<file path="config.mk">
export PLATFORM = sky130hd
export DESIGN_NAME = sdhost_irq_status
export DESIGN_NICKNAME = d
export VERILOG_FILES = /design/src/rtl/sdhost_irq_status.sv
export SDC_FILE = /design/constraint.sdc
export NUM_CORES = 1
export LEC_CHECK = 0
export BUFFER_PORTS_ARGS = -buffer_cell sky130_fd_sc_hd__buf_4
export CORE_MARGIN = 2
export CORE_UTILIZATION = 40
export CTS_CLUSTER_DIAMETER = 100
export DETAILED_ROUTE_END_ITERATION = 7
export PLACE_DENSITY = 0.77
export SLEW_MARGIN = 20
export SYNTH_ARGS = -nofsm -noshare
export SYNTH_HDL_FRONTEND = slang
export SYNTH_SLANG_ARGS = --single-unit
export TNS_END_PERCENT = 10
</file>
<file path="constraint.sdc">
create_clock -name clk -period 2.36 [get_ports clk]
set_input_delay 0.236 -clock clk [delete_from_list [all_inputs] [get_ports clk]]
set_output_delay 0.236 -clock clk [all_outputs]
set_load 0.03 [all_outputs]
</file>
<file path="src/rtl/sdhost_irq_status.sv">
module sdhost_irq_status #(
  parameter int AW       = 8,
  parameter int NFLAG    = 16,
  parameter int NIEN     = 17,
  parameter int NLIVE    = 14,
  parameter logic [AW-1:0] STAT_OFS = 8'h48,
  parameter logic [AW-1:0] IEN_OFS  = 8'h4C
) (
  input  logic          clk,
  input  logic          rst_n,
  input  logic          bus_wr,
  input  logic [AW-1:0] bus_addr,
  input  logic [31:0]   bus_wdata,
  output logic [31:0]   bus_rdata,
  input  logic [7:0]    ev_rx_err,
  input  logic          ev_tx_err,
  input  logic          ev_desc_err,
  input  logic          ev_resp_err,
  input  logic          ev_resp_to,
  input  logic          ev_desc_to,
  input  logic          ev_chain_end,
  input  logic          ev_resp_stat,
  input  logic          ev_sdio,
  input  logic          core_busy,
  input  logic          desc_busy,
  input  logic [13:0]   bus_live,
  output logic          irq,
  output logic          secure_cfg,
  output logic          timeout_any,
  output logic          error_any,
  output logic          chain_done
);
  localparam int NPAD = 32 - NIEN;

  logic [NFLAG-1:0] sticky_q, ev_vec, clr_vec;
  logic [NIEN-1:0]  ien_q;
  logic             stat_hit, ien_hit;

  assign stat_hit = bus_addr == STAT_OFS;
  assign ien_hit  = bus_addr == IEN_OFS;

  assign ev_vec  = {ev_sdio, ev_resp_stat, ev_chain_end, ev_desc_to, ev_resp_to,
                    ev_resp_err, ev_desc_err, ev_tx_err, ev_rx_err};
  assign clr_vec = (bus_wr && stat_hit) ? bus_wdata[NFLAG-1:0] : '0;

  always_ff @(posedge clk or negedge rst_n) begin
    if (!rst_n) begin
      sticky_q <= '0;
      ien_q    <= '0;
      irq      <= 1'b0;
    end else begin
      sticky_q <= (sticky_q & ~clr_vec) | ev_vec;
      if (bus_wr && ien_hit)
        ien_q <= bus_wdata[NIEN-1:0];
      irq <= |(sticky_q & ien_q[NFLAG-1:0]);
    end
  end

  always_comb begin
    bus_rdata = '0;
    if (stat_hit)
      bus_rdata = {core_busy, desc_busy, bus_live, sticky_q};
    else if (ien_hit)
      bus_rdata = {{NPAD{1'b0}}, ien_q};
  end

  assign secure_cfg  = ien_q[16];
  assign timeout_any = sticky_q[11] | sticky_q[12];
  assign error_any   = |sticky_q[10:0];
  assign chain_done  = sticky_q[13];
endmodule


</file>
; Word-level counts from Yosys, hierarchy flattened
; Cells that the tools add are included.
[op_classes]
n_mux = 3
n_eq_ne = 2
n_bitwise = 5
reduce_logical = 4
[ops]
columns = op, count
row1 = $and 16x16->16, 2
row2 = $mux 32, 1
row3 = $mux 17, 1
row4 = $eq 8x7->1 const B, 2
row5 = $mux 16, 1
row6 = $not 16->16, 1
row7 = $or 16x16->16, 1
row8 = $reduce_or 16->1, 1
row9 = $reduce_or 11->1, 1
row10 = $logic_and 1x1->1, 2
row11 = $or 1x1->1, 1
[word_totals]
out_inout_bits = 37
regBits = 34

; Logic depth before layout (Yosys ltp)
; Gate-level depths: netlist of the first run.
[logic_depth]
depth_word = 6
mapped_depth = 5
depth_no_buf = 3

; Least setup slack after synthesis of the first run
; No wires, ideal clock.
[synth_path]
path_kind = in2out
from = input port bus_addr[5]
to = output port bus_rdata[10]
n_path_buf = 1
arrival_ns = 1.815
slack_ns = 0.309
required_ns = 2.124
stages = 4
path_cell_list = or4b_4 -> nor3_1 -> clkbuf_1 -> a22o_1
[synth_between]
elab_chain_len = 3
[synth_rtl]
columns = element, line
row1 = from (decl), 12  ; input logic [AW-1:0] bus_addr,
row2 = $eq 8x7->1, 40  ; assign ien_hit = bus_addr == IEN_OFS;
row3 = $mux 17, 63  ; else if (ien_hit)
row4 = $mux 32 *, 61  ; if (stat_hit)
row5 = to (decl), 14  ; output logic [31:0] bus_rdata,
; Mark *: on every way between the ends. The rest lies on a longest branch, timed or not.

; Worst setup path after layout of the first run
[layout_path]
from = input port bus_addr[5]
to = output port bus_rdata[5]
; The elaborated chain is that of the path after synthesis.

==> metrics list, run 1 <==
- Fill cells in the final layout number around 390.
- Routed wire length: 4490 um
- Of the synthesized area, sequential elements account for 0.484.
* Clock network latency to the later pin of the worst-skew pair: 280 ps
* Highest clock frequency the design can meet: approximately 520 MHz
- Wire length of the first global-routing pass: 7560 um
* Net count reported at finish: 337
- Hold Slack: approximately 130 ps
- Number of cell rows: 24
* Most common library cell in the layout ignoring fill and taps: sky130_fd_sc_hd__buf_4
- #FFs+latches synth: 34
* Final Slew Violations: 0
- Initial antenna violation count: 0
* Data required time of the critical path: 2120 ps
- The worst pin sits at a relative slew slack of 0.712.
- In this run the worst path has a maximum fanout of 20.
- Syn. warnings: 0
* Number of maximum-capacitance constraint violations: 0
- Final worst path period share: 0.811
- Avg Inst Size Synth: 11.0 um^2
- Total I/O pin count: 112
- The worst setup path is of the in -> out kind.
- When the netlist entered floorplanning its net count stood at 235.
- Placed Cells incl. Taps: about 310
- Compared with the post-synthesis result, the final layout area differs by 50.3%.
- Power Density: about 460 nW/um^2
* Slew of the pin with the lowest slew margin: about 430 ps
- TritonCTS built the clock tree.
* Final critical-path required period: 1910 ps
- Reg2reg setup slack: 1150 ps
- Global-route congestion overflow total: 0
- The die is roughly 70 um tall.
- Dividing the detail-routed wire length by the instance count gives 14.3 um.
- The count of nets left with antenna violations once routing finished came out at 0.
* Worst min path class: in -> reg
* Diode insertion count for antenna repair: 0
* Type of element launching the critical path: input port
- Non-filler instance count after layout: 315
* Clock transition at path regs: approximately 60 ps
- The die covers 4940 um^2.
* Synth cell types: 22
* Vias: 1644
- The run finished with clean final reports.
* Number of sinks driven by the clock tree: 34
* Root cell of the clock tree: sky130_fd_sc_hd__clkbuf_8
* Drt drc: 0
- Across every metal layer, demand over resource in global routing totals 0.193.
- The core region is ~4300 um^2.
- In this run the horizontal extent of the chip is 70.3 um.
- For the final routed database, the setup TNS stands at 0 ps.
- Unrepaired setup endpoints after global routing: no
* Worst-case vdd ir drop: around 0.19 mV
- Initial detailed-routing violation count: 103
* Sort of element at the end of the critical path: primary output
- Maximum number of pins on one net before global-route repair: 35
* Number of cells produced by synthesis: 160
- Buffers on Ports: 96
* DP HPWL: 3380 um
* Buffers from clock root to sink, at most: 2
- Final hold violation count: 0
- Maximum level of the CTS H-tree: 2
- The initial utilization of the core area, before any placement, comes to 0.409.
- Inserted Clock Buffers: 5
* Placer congestion estimate: ~0.72
- Leak pwr: around 1.3 nW
* Mean number of vias per cell: 5.22
- Share of layout cells above drive strength 1: 0.498
- Data arrives at the worst endpoint at 1680 ps.
- Between clock sinks in the finished design, the worst skew comes to 2.96 ps.
- Setup Fix Bufs, Post-CTS: 0
- The first detailed-routing pass took 4 iterations.
- Setup violations remaining at the end of the flow were counted as 0.
- Top library cells by usage in the layout, fill and taps aside: 101 x sky130_fd_sc_hd__buf_4, 34 x sky130_fd_sc_hd__dfrtp_1, 21 x sky130_fd_sc_hd__a22o_1
- Total standard cell area after synthesis: 1760 um^2
* Vias in the first global route: 1689
-- sequential cells by signal (all words and copies together) (netlist names) --
signal and cells:
ien_q 17, irq 1, sticky_q 16
-- cell usage after synthesis --
library cell               number  area share
sky130_fd_sc_hd__nor3_1         2      0.0057
sky130_fd_sc_hd__or4_1          1      0.0043
sky130_fd_sc_hd__nor3_2         1      0.0057
sky130_fd_sc_hd__and2_1        15       0.053
sky130_fd_sc_hd__nor4_2         1      0.0071
sky130_fd_sc_hd__or2_2          1      0.0036
sky130_fd_sc_hd__nand4_1        1      0.0036
sky130_fd_sc_hd__dfrtp_1       34        0.48
sky130_fd_sc_hd__or3b_2         1      0.0050
sky130_fd_sc_hd__nand3_1        1      0.0028
sky130_fd_sc_hd__mux2_4        10       0.085
sky130_fd_sc_hd__or4b_4         1      0.0078
sky130_fd_sc_hd__a31oi_1       16       0.057
sky130_fd_sc_hd__buf_6          1      0.0064
sky130_fd_sc_hd__inv_1         18       0.038
sky130_fd_sc_hd__nor4_1         2      0.0071
sky130_fd_sc_hd__buf_8          1      0.0085
sky130_fd_sc_hd__nor2_1        16       0.034
sky130_fd_sc_hd__clkbuf_1       5       0.011
sky130_fd_sc_hd__a22o_1        21        0.10
sky130_fd_sc_hd__a221oi_1       4       0.020
sky130_fd_sc_hd__mux2_2         7       0.045
-- logic make-up after synthesis --
family / share of synthesized area
AO/OA/AOI/OAI: 0.181
buffers and inverters: 0.0641
flip-flops: 0.484
multiplexers: 0.130
AND/OR/NAND/NOR: 0.140
-- timing repair --
action	CTS	global route
hold buffers	1	0
hold endpoints to repair	34	0
resized for setup	0	0
-- worst paths after layout --
| check | depth (start not counted) | start | endpoint |
|---|---|---|---|
| worst max-delay path | 6 | bus_addr[5] | bus_rdata[5] |
| worst min-delay path | 2 | bus_wdata[0] | sticky_q[0]$_DFF_PN0_ |
| worst max register to register | 3 | sticky_q[5]$_DFF_PN0_ | irq$_DFF_PN0_ |
| worst min register to register | 1 | ien_q[16]$_DFFE_PN0P_ | ien_q[16]$_DFFE_PN0P_ |
| max in group asynchronous | 2 | rst_n | sticky_q[1]$_DFF_PN0_ |
| min in group asynchronous | 2 | rst_n | sticky_q[9]$_DFF_PN0_ |
-- where the power goes --
| part | switching (mW) | internal (mW) |
|---|---|---|
| Combinational | 0.0710 | 0.106 |
| Sequential | 0.0135 | 0.603 |
| Clock | 0.194 | 0.235 |
-- through the flow --
step | power [mW] | util | setup WS (ps) | instance area [um^2]
6_report | 1.22 | 0.615 | 446 | 2640
5_1_grt | 1.29 | 0.615 | 339 | 2640
4_1_cts | 1.24 | 0.615 | 434 | 2640
3_5_place_dp | 0.805 | 0.592 | 278 | 2540
3_3_place_gp | 0.801 | 0.592 | 285 | 2540
2_1_floorplan | 0.689 | - | 309 | 1760
-- routing by layer --
metal,wire length [um],vias to the layer above,track usage
met5,0,-,0
met4,59,0,0.0620
met3,365,8,0.0519
met2,2220,73,0.322
met1,1840,782,0.243
li1,-,781,-
-- critical path, cell delays in order --
cell and delay (ps):
sky130_fd_sc_hd__buf_4 110, sky130_fd_sc_hd__or4b_4 560, sky130_fd_sc_hd__nor3_2 200, sky130_fd_sc_hd__buf_4 250, sky130_fd_sc_hd__a22o_1 160, sky130_fd_sc_hd__buf_4 150
-- final cells by class --
class                      instances  area [um^2]  area share
inverter                          18         67.6      0.0256
timing repair buffer             102          768       0.291
clock buffer                       7         86.3      0.0327
multi-input combinational        101          800       0.303
tap                               52         65.1      0.0246
sequential                        34          851       0.322
clock inverter                     1         5.00     0.00189
Note: power is estimated with default switching activity, not from simulation.
==> inputs of run 2 (changes only) <==
--- a/config.mk
+++ b/config.mk
@@ -5,12 +5,13 @@
 export SDC_FILE = /design/constraint.sdc
 export NUM_CORES = 1
 export LEC_CHECK = 0
+export ABC_AREA = 1
 export BUFFER_PORTS_ARGS = -buffer_cell sky130_fd_sc_hd__buf_4
 export CORE_MARGIN = 2
 export CORE_UTILIZATION = 40
 export CTS_CLUSTER_DIAMETER = 100
 export DETAILED_ROUTE_END_ITERATION = 7
-export PLACE_DENSITY = 0.77
+export PLACE_DENSITY = 0.78
 export SLEW_MARGIN = 20
 export SYNTH_ARGS = -nofsm -noshare
 export SYNTH_HDL_FRONTEND = slang
==> constraint.sdc (replaced) <==
create_clock -name clk -period 1.7 [get_ports clk]
set_input_delay 0.17 -clock clk [delete_from_list [all_inputs] [get_ports clk]]
set_output_delay 0.17 -clock clk [all_outputs]
set_load 0.03 [all_outputs]
==> run 2 against run 1 <==
  * Critical path depth down 3
  * Clock skew up 2.4 ps
  * Clock power up 28%
  * Register-to-register slack worse by 340 ps
  * Cell count up 44%
  * Total power up 37%
  * Worst hold slack worse by 67 ps
  * Core utilization down 1.8 points
  * Worst setup slack worse by 350 ps
  * Critical path type is now reg -> out
==> metrics list, run 2 <==
* Run status: complete, no violations
- IR analysis of the VDD net gives a maximum drop of 0.451 mV.
* Highest net fanout along the worst path: 4
* Diode insertion count for antenna repair: 0
- In this run the tightest slew margin relative to its limit is 0.656.
* Post-synthesis sequential area ratio: 0.433
- The register with the most flip-flops in the final layout is ien_q.
* Initial antenna violation count: 0
- For this block, the initial DRC count from the detailed router was 133.
* Yosys top cell area share: 0.433
- Inserted Clock Buffers: 5
- The hold violation count in the final report was 0.
- Sort of element at the end of the critical path: primary output
- Net count reported at finish: 462
- The clock reaches the later pin of the worst-skew pair after 280 ps.
- The wire-length estimate of the detail-placed layout is 4080 um.
* Total I/O pin count: roughly 110
- Top library cells by usage in the layout, fill and taps aside: 132 x sky130_fd_sc_hd__nand2_1, 98 x sky130_fd_sc_hd__buf_4, 40 x sky130_fd_sc_hd__inv_1
* Total non-filler cell area in the finished layout: 2820 um^2
* Root cell of the clock tree: sky130_fd_sc_hd__clkbuf_8
- Most frequent cell after synthesis: sky130_fd_sc_hd__nand2_1
* Crit path max-delay cell type: sky130_fd_sc_hd__dfrtp_1
- Highest clock frequency the design can meet: 625 MHz
* Placer congestion estimate: 0.781
* Final Slew Violations: 0
* Number of sinks driven by the clock tree: 34
- Worst path arrival time: 1430 ps
* Standard cell core area: 4720 um^2
- The register with the most flip-flops in the layout has 17 of them.
* Total negative setup slack: 0 ps
- Global-route congestion overflow total: 0
* Biggest area contributors in the synthesized netlist: sky130_fd_sc_hd__dfrtp_1 43%, sky130_fd_sc_hd__nand2_1 25%, sky130_fd_sc_hd__inv_1 7.6%
* Drt drc: 0
- Dividing the final minimum period by the clock period gives 0.941.
* Leak pwr: 1.63 nW
- From bottom edge to top edge, the die measures 74.1 um.
* Number of maximum-capacitance constraint violations: 0
* Buffers from clock root to sink, at most: 2
- The floorplan step defined a die boundary enclosing 5490 um^2.
* List of cells traversed by the critical path: nor4_1 > nand3_1 > buf_4
- Dividing the synthesized area by the synthesized cell count gives 6.73 um^2.
* Post-layout worst setup margin: 101 ps
* Final setup violation count: 0
- Vias in the first global route: 1960
* Antenna-violating nets left: 0
* Number of cells produced by synthesis: around 290
- Leaving out fill and tap cells, the most frequent cell in the layout is sky130_fd_sc_hd__nand2_1.
* Share of layout cells above drive strength 1: 0.284
- Entering global routing, the biggest net connects 35 pins.
- The area growth from synthesis to layout is 43.6%.
- Measured on the finished design, the core utilization comes to 0.598.
- Port buffering added 96 buffers.
* Data required time of the critical path: 1530 ps
- Max incr delay on CP: ~400 ps
* Unrepaired setup endpoints after global routing: no
- CP Class: reg -> out
- Mean number of vias per cell: 4.74
* Number of cell rows: 25
* Initial Util: 0.416
* Worst min path class: in -> reg
* Largest area contributor in the synthesized netlist: sky130_fd_sc_hd__dfrtp_1
- Counting distinct cell types in the post-synthesis netlist gives 20.
* Global routing usage summed across all routing layers: 0.214
- After synthesis the netlist holds a flip-flop and latch count of 34.
* TritonCTS clock tree: done
- In this run, synthesis inferred 0 flip-flops with an integrated enable.
* Hold Slack: 66.5 ps
- Die X: 74.1 um
- Power Density: 596 nW/um^2
* Final critical-path required period: 1600 ps
- The largest registers in the layout are ien_q (17), sticky_q (16), irq (1).
* Worst slack, placed: 133 ps
- Vias: 2150
* Type of element launching the critical path: flop
- Quantity of gates resized following cts: 0
- The number of nets in the synthesized netlist is 367.
- For the pin with the worst max-slew slack, the measured transition is between 500 and 600 ps.
- Total standard cell area after synthesis: 1970 um^2
- Maximum level of the CTS H-tree: 2
- Routed wire length: 5560 um
- For this run, the leading register cell type out of synthesis is sky130_fd_sc_hd__dfrtp_1.
- The placed instances occupy a cell area of 2740 um^2.
- Clock-pin slew was measured on the worst setup and hold paths at 60 ps.
- After detailed routing, the average wire length per cell comes to 12.2 um.
- In the synthesized netlist the async set-or-reset flop fraction comes to 1.00.
* Setup clock skew after layout: roughly 5.3 ps
- Worst path bufs/invs: 1
- Dominant delay contributor by cell family on the critical path: simple AND/OR/NAND/NOR gates
- Wire length of the first global-routing pass: 8980 um
- Yosys printed 0 warnings.
* Most common library cells after synthesis: 132 x sky130_fd_sc_hd__nand2_1, 40 x sky130_fd_sc_hd__inv_1, 34 x sky130_fd_sc_hd__dfrtp_1
* Number of iterations in the first detailed-routing pass: 4
* Setup Fix Bufs, Post-CTS: 0
==> run 2: routing by layer <==
layer / vias to the layer above / global-route usage / part of all wire
met5: - / 0 / 0
met4: 0 / 0.0424 / 0.0054
met3: 4 / 0.0515 / 0.094
met2: 101 / 0.376 / 0.49
met1: 955 / 0.269 / 0.41
li1: 1090 / - / -
==> run 2: repair_timing <==
item / 4_1_cts / 5_1_grt
hold buffers: 1 / 0
endpoints found under the hold margin: 34 / 0
setup endpoints to repair: 0 / 0
==> run 2: cell families after synthesis <==
family | share of synthesized area
AO/OA/AOI/OAI | 0.0242
buffers and inverters | 0.113
flip-flops | 0.433
AND/OR/NAND/NOR | 0.430
==> run 2: final cells by class <==
| type | instances | area [um^2] |
|---|---|---|
| fill | 481 | 1900 |
| multi-input combinational | 205 | 892 |
| tap | 67 | 83.8 |
| timing repair buffer | 100 | 766 |
| inverter | 41 | 154 |
| clock buffer | 7 | 76.3 |
| sequential | 34 | 851 |
==> run 2: worst paths after layout <==
kind / startpoint / to / slack, ps / cells after the start
setup / recovery: sticky_q[10]$_DFF_PN0_ / error_any / 100 / 3
hold / removal: ev_rx_err[1] / sticky_q[1]$_DFF_PN0_ / 70 / 3
setup reg to reg: sticky_q[2]$_DFF_PN0_ / irq$_DFF_PN0_ / 810 / 4
hold reg to reg: ien_q[13]$_DFFE_PN0P_ / ien_q[13]$_DFFE_PN0P_ / 500 / 2
max in group asynchronous: rst_n / sticky_q[0]$_DFF_PN0_ / 1030 / 2
min in group asynchronous: rst_n / sticky_q[9]$_DFF_PN0_ / 360 / 2
==> run 2: power by group <==
| part | switching, mW | total (mW) | internal [mW] |
|---|---|---|---|
| registers | 0.0198 | 0.858 | 0.838 |
| logic | 0.137 | 0.276 | 0.139 |
| clock network | 0.266 | 0.548 | 0.281 |
==> run 2: stage by stage <==
step | instances | total power [mW]
after global routing | 454 | 1.77
after floorplan | 292 | 0.979
final | 454 | 1.68
after global placement | 446 | 1.14
after CTS | 454 | 1.70
after detailed placement | 446 | 1.15
==> run 2: worst reg2reg max path, delay by kind of cell (launching register included) <==
family | cells | cell delay [ps]
simple gates | 4 | 360
flops | 1 | 430
==> inputs of run 3 (changes only) <==
==> constraint.sdc (replaced) <==
create_clock -name clk -period 1.7 [get_ports clk]
set_input_delay 0 -clock clk [delete_from_list [all_inputs] [get_ports clk]]
set_output_delay 0 -clock clk [all_outputs]
set_load 0.03 [all_outputs]
==> run 3 against run 2 <==
  * Critical path depth stayed put
  * Worst hold slack better by 68 ps
  * Clock skew down 2.4 ps
  * Cell count increased by 7.7%
  * Worst setup slack better by 200 ps
  * Total power increased by 13%
  * Sequential cell count is the same
  * Critical path type unchanged
==> metrics list, run 3 (same netlist as run 2, synthesis figures left out) <==
- OpenSTA, run right after detailed placement, puts the worst setup slack at 354 ps.
- Cell internal power was estimated by the tool at between 1 and 1.5 mW.
* Clock network latency to the later pin of the worst-skew pair: 290 ps
* Highest net fanout along the worst path: 4
- Pin placement for this block handled ~110 I/O pins.
- In the routed layout, each cell is associated on average with a via count of 4.74.
- The repair_antennas step left the layout with diodes totalling 0.
* Setup Fix Bufs, Post-CTS: 0
- The number of global-route vias before repair was 2305.
- Final Slew Violations: 0
- Worst-case vdd ir drop: 0.495 mV
* Placer congestion estimate: 0.771
- Number of maximum-capacitance constraint violations: 0
- The floorplan has 25 rows.
* Post-layout worst setup margin: 296 ps
- After detailed routing, the number of remaining DRC violations is 0.
- The filler cells instantiated in the layout total 412.
- The flow ran to the end, and the final reports show no timing, DRC or antenna violations.
- The core region is 4720 um^2.
- Flip-flop count of the largest register after layout: 17
* Worst path arrival time: 1400 ps
* Total negative setup slack: 0 ps
* Unrepaired setup endpoints after global routing: no
- Of the total power, the share spent switching nets is 0.244.
- Counting the buffers created by CTS gives 5.
* Number of cells on the worst hold path: 4
- For the worst setup path, the data required time is 1700 ps.
* CP Class: reg -> out
- Slew of the pin with the lowest slew margin: about 500 ps
- Type of element launching the critical path: flop
- For this run the aggregate overflow at the end of global routing stands at 0.
- The share of total power dissipated in combinational logic is 0.179.
- Once detail routing completed, the nets flagged for antenna violations numbered 0.
- Maximum number of pins on one net before global-route repair: 35
* Final critical-path required period: 1400 ps
* Routed wire length: just over 6000 um
- Multi-input gate area: 892 um^2
- The share of total power dissipated in sequential elements is 0.452.
- Initial detailed-routing violation count: 147
* Vias: 2317
* Placed Cells incl. Taps: 447
- In this run the power spent charging and discharging nets is 0.463 mW.
* Normalized max-slew margin: 0.667
- Maximum level of the CTS H-tree: 2
- Average routed wire per standard cell: ~12 um
- Depth of the worst register-to-register path: 4
- The share of total power dissipated in the clock network is 0.369.
- In this run the worst hold path is classified as in -> reg.
* Final worst path period share: 0.826
- Growth of design area from synthesis to finish: 61.9%
* Share of layout cells above drive strength 1: 0.270
- The tree is rooted in a sky130_fd_sc_hd__clkbuf_8.
* Setup clock skew after layout: ~2.9 ps
- Summed over all cells, the static leakage comes to 1.78 nW.
* Full die area: between 5000 and 6000 um^2
- Global routing usage summed across all routing layers: 0.234
- Leaving out fill and tap cells, the most frequent cell in the layout is sky130_fd_sc_hd__nand2_1.
* Vertical die dimension: 74.1 um
- The clock passes through at most 2 buffers.
- Initial antenna violation count: 0
- Die X: about 74 um
* Reg with most FFs: ien_q
* Number of iterations in the first detailed-routing pass: 5
- Net count reported at finish: 496
* Highest clock frequency the design can meet: roughly 710 MHz
- For this run, the share of the core covered by cells in the final layout is 0.674.
- FF/Latch Area: 851 um^2
- For this configuration, the core starts out at a cell density of 0.416.
* Non-filler instance count after layout: 489
* Buffers on Ports: 96
- The first global-routing pass estimated 9900 um of wire.
* Final setup violation count: 0
* Final hold violation count: 0
- TritonCTS built the clock tree.
- Detailed placement finished with a half-perimeter wire length of between 4000 and 5000 um.
* Power Density: 596 nW/um^2
* Top library cells by usage in the layout, fill and taps aside: 132 x sky130_fd_sc_hd__nand2_1, 100 x sky130_fd_sc_hd__buf_4, 40 x sky130_fd_sc_hd__inv_1
- Largest registers ranked by flip-flop count: ien_q (17), sticky_q (16), irq (1)
- Clock transition at path regs: 70 ps
- Sort of element at the end of the critical path: primary output
- Counting every sink on the clock net gives 34.
- Hold Slack: 134 ps
run 3: cell count changes in the layout (fill, tap and decap cells not counted):
cell / previous run / this run
sky130_fd_sc_hd__buf_12: 1 / 0
sky130_fd_sc_hd__buf_4: 98 / 100
sky130_fd_sc_hd__clkbuf_1: 2 / 0
sky130_fd_sc_hd__clkbuf_8: 5 / 8
sky130_fd_sc_hd__dlygate4sd3_1: 1 / 34
run 3: metal layers:
metal  GRT usage  routed length [um]  share of wire
met5           0                   0              0
met3      0.0528                 503          0.083
met2       0.416                3020           0.50
met1       0.281                2420           0.40
met4      0.0747                  95          0.016
run 3: power groups by stage:
stage / combinational [mW] / sequential [mW] / clock [mW]
CTS: 0.339 / 0.856 / 0.718
floorplan: 0.0912 / 0.888 / 0
global placement: 0.271 / 0.871 / 0
finish: 0.340 / 0.857 / 0.700
global route: 0.373 / 0.860 / 0.753
detailed placement: 0.276 / 0.871 / 0
run 3: worst paths after layout:
| kind | start | end | slack, ps |
|---|---|---|---|
| worst max register to register | sticky_q[3]$_DFF_PN0_ | irq$_DFF_PN0_ | 800 |
| worst min-delay path | bus_wr | sticky_q[1]$_DFF_PN0_ | 130 |
| min in group asynchronous | rst_n | ien_q[8]$_DFFE_PN0P_ | 200 |
| worst min register to register | ien_q[7]$_DFFE_PN0P_ | ien_q[7]$_DFFE_PN0P_ | 500 |
| worst max-delay path | sticky_q[10]$_DFF_PN0_ | error_any | 300 |
| max in group asynchronous | rst_n | sticky_q[15]$_DFF_PN0_ | 1190 |
run 3: final cells by class:
cell class,count,area share
inverters,41,0.0484
multi-input cells,205,0.280
clock buffers,8,0.0346
flip-flops and latches,34,0.267
repair buffers,134,0.343
well taps,67,0.0263
run 3: worst max-delay path, cell delays in order, from the launching register on:
cell,delay [ps]
sky130_fd_sc_hd__dfrtp_1,410
sky130_fd_sc_hd__nor4_1,360
sky130_fd_sc_hd__nand3_1,150
sky130_fd_sc_hd__buf_4,190
run 3: metrics by stage:
step	power [mW]	area (um^2)
2_1_floorplan	0.979	1970
4_1_cts	1.91	3180
3_5_place_dp	1.15	2730
6_report	1.90	3180
5_1_grt	1.99	3180
3_3_place_gp	1.14	2730
run 3: repair_timing:
item,in CTS,in global routing
gates resized for setup,0,0
endpoints found under the hold margin,67,0
hold buffers,34,0
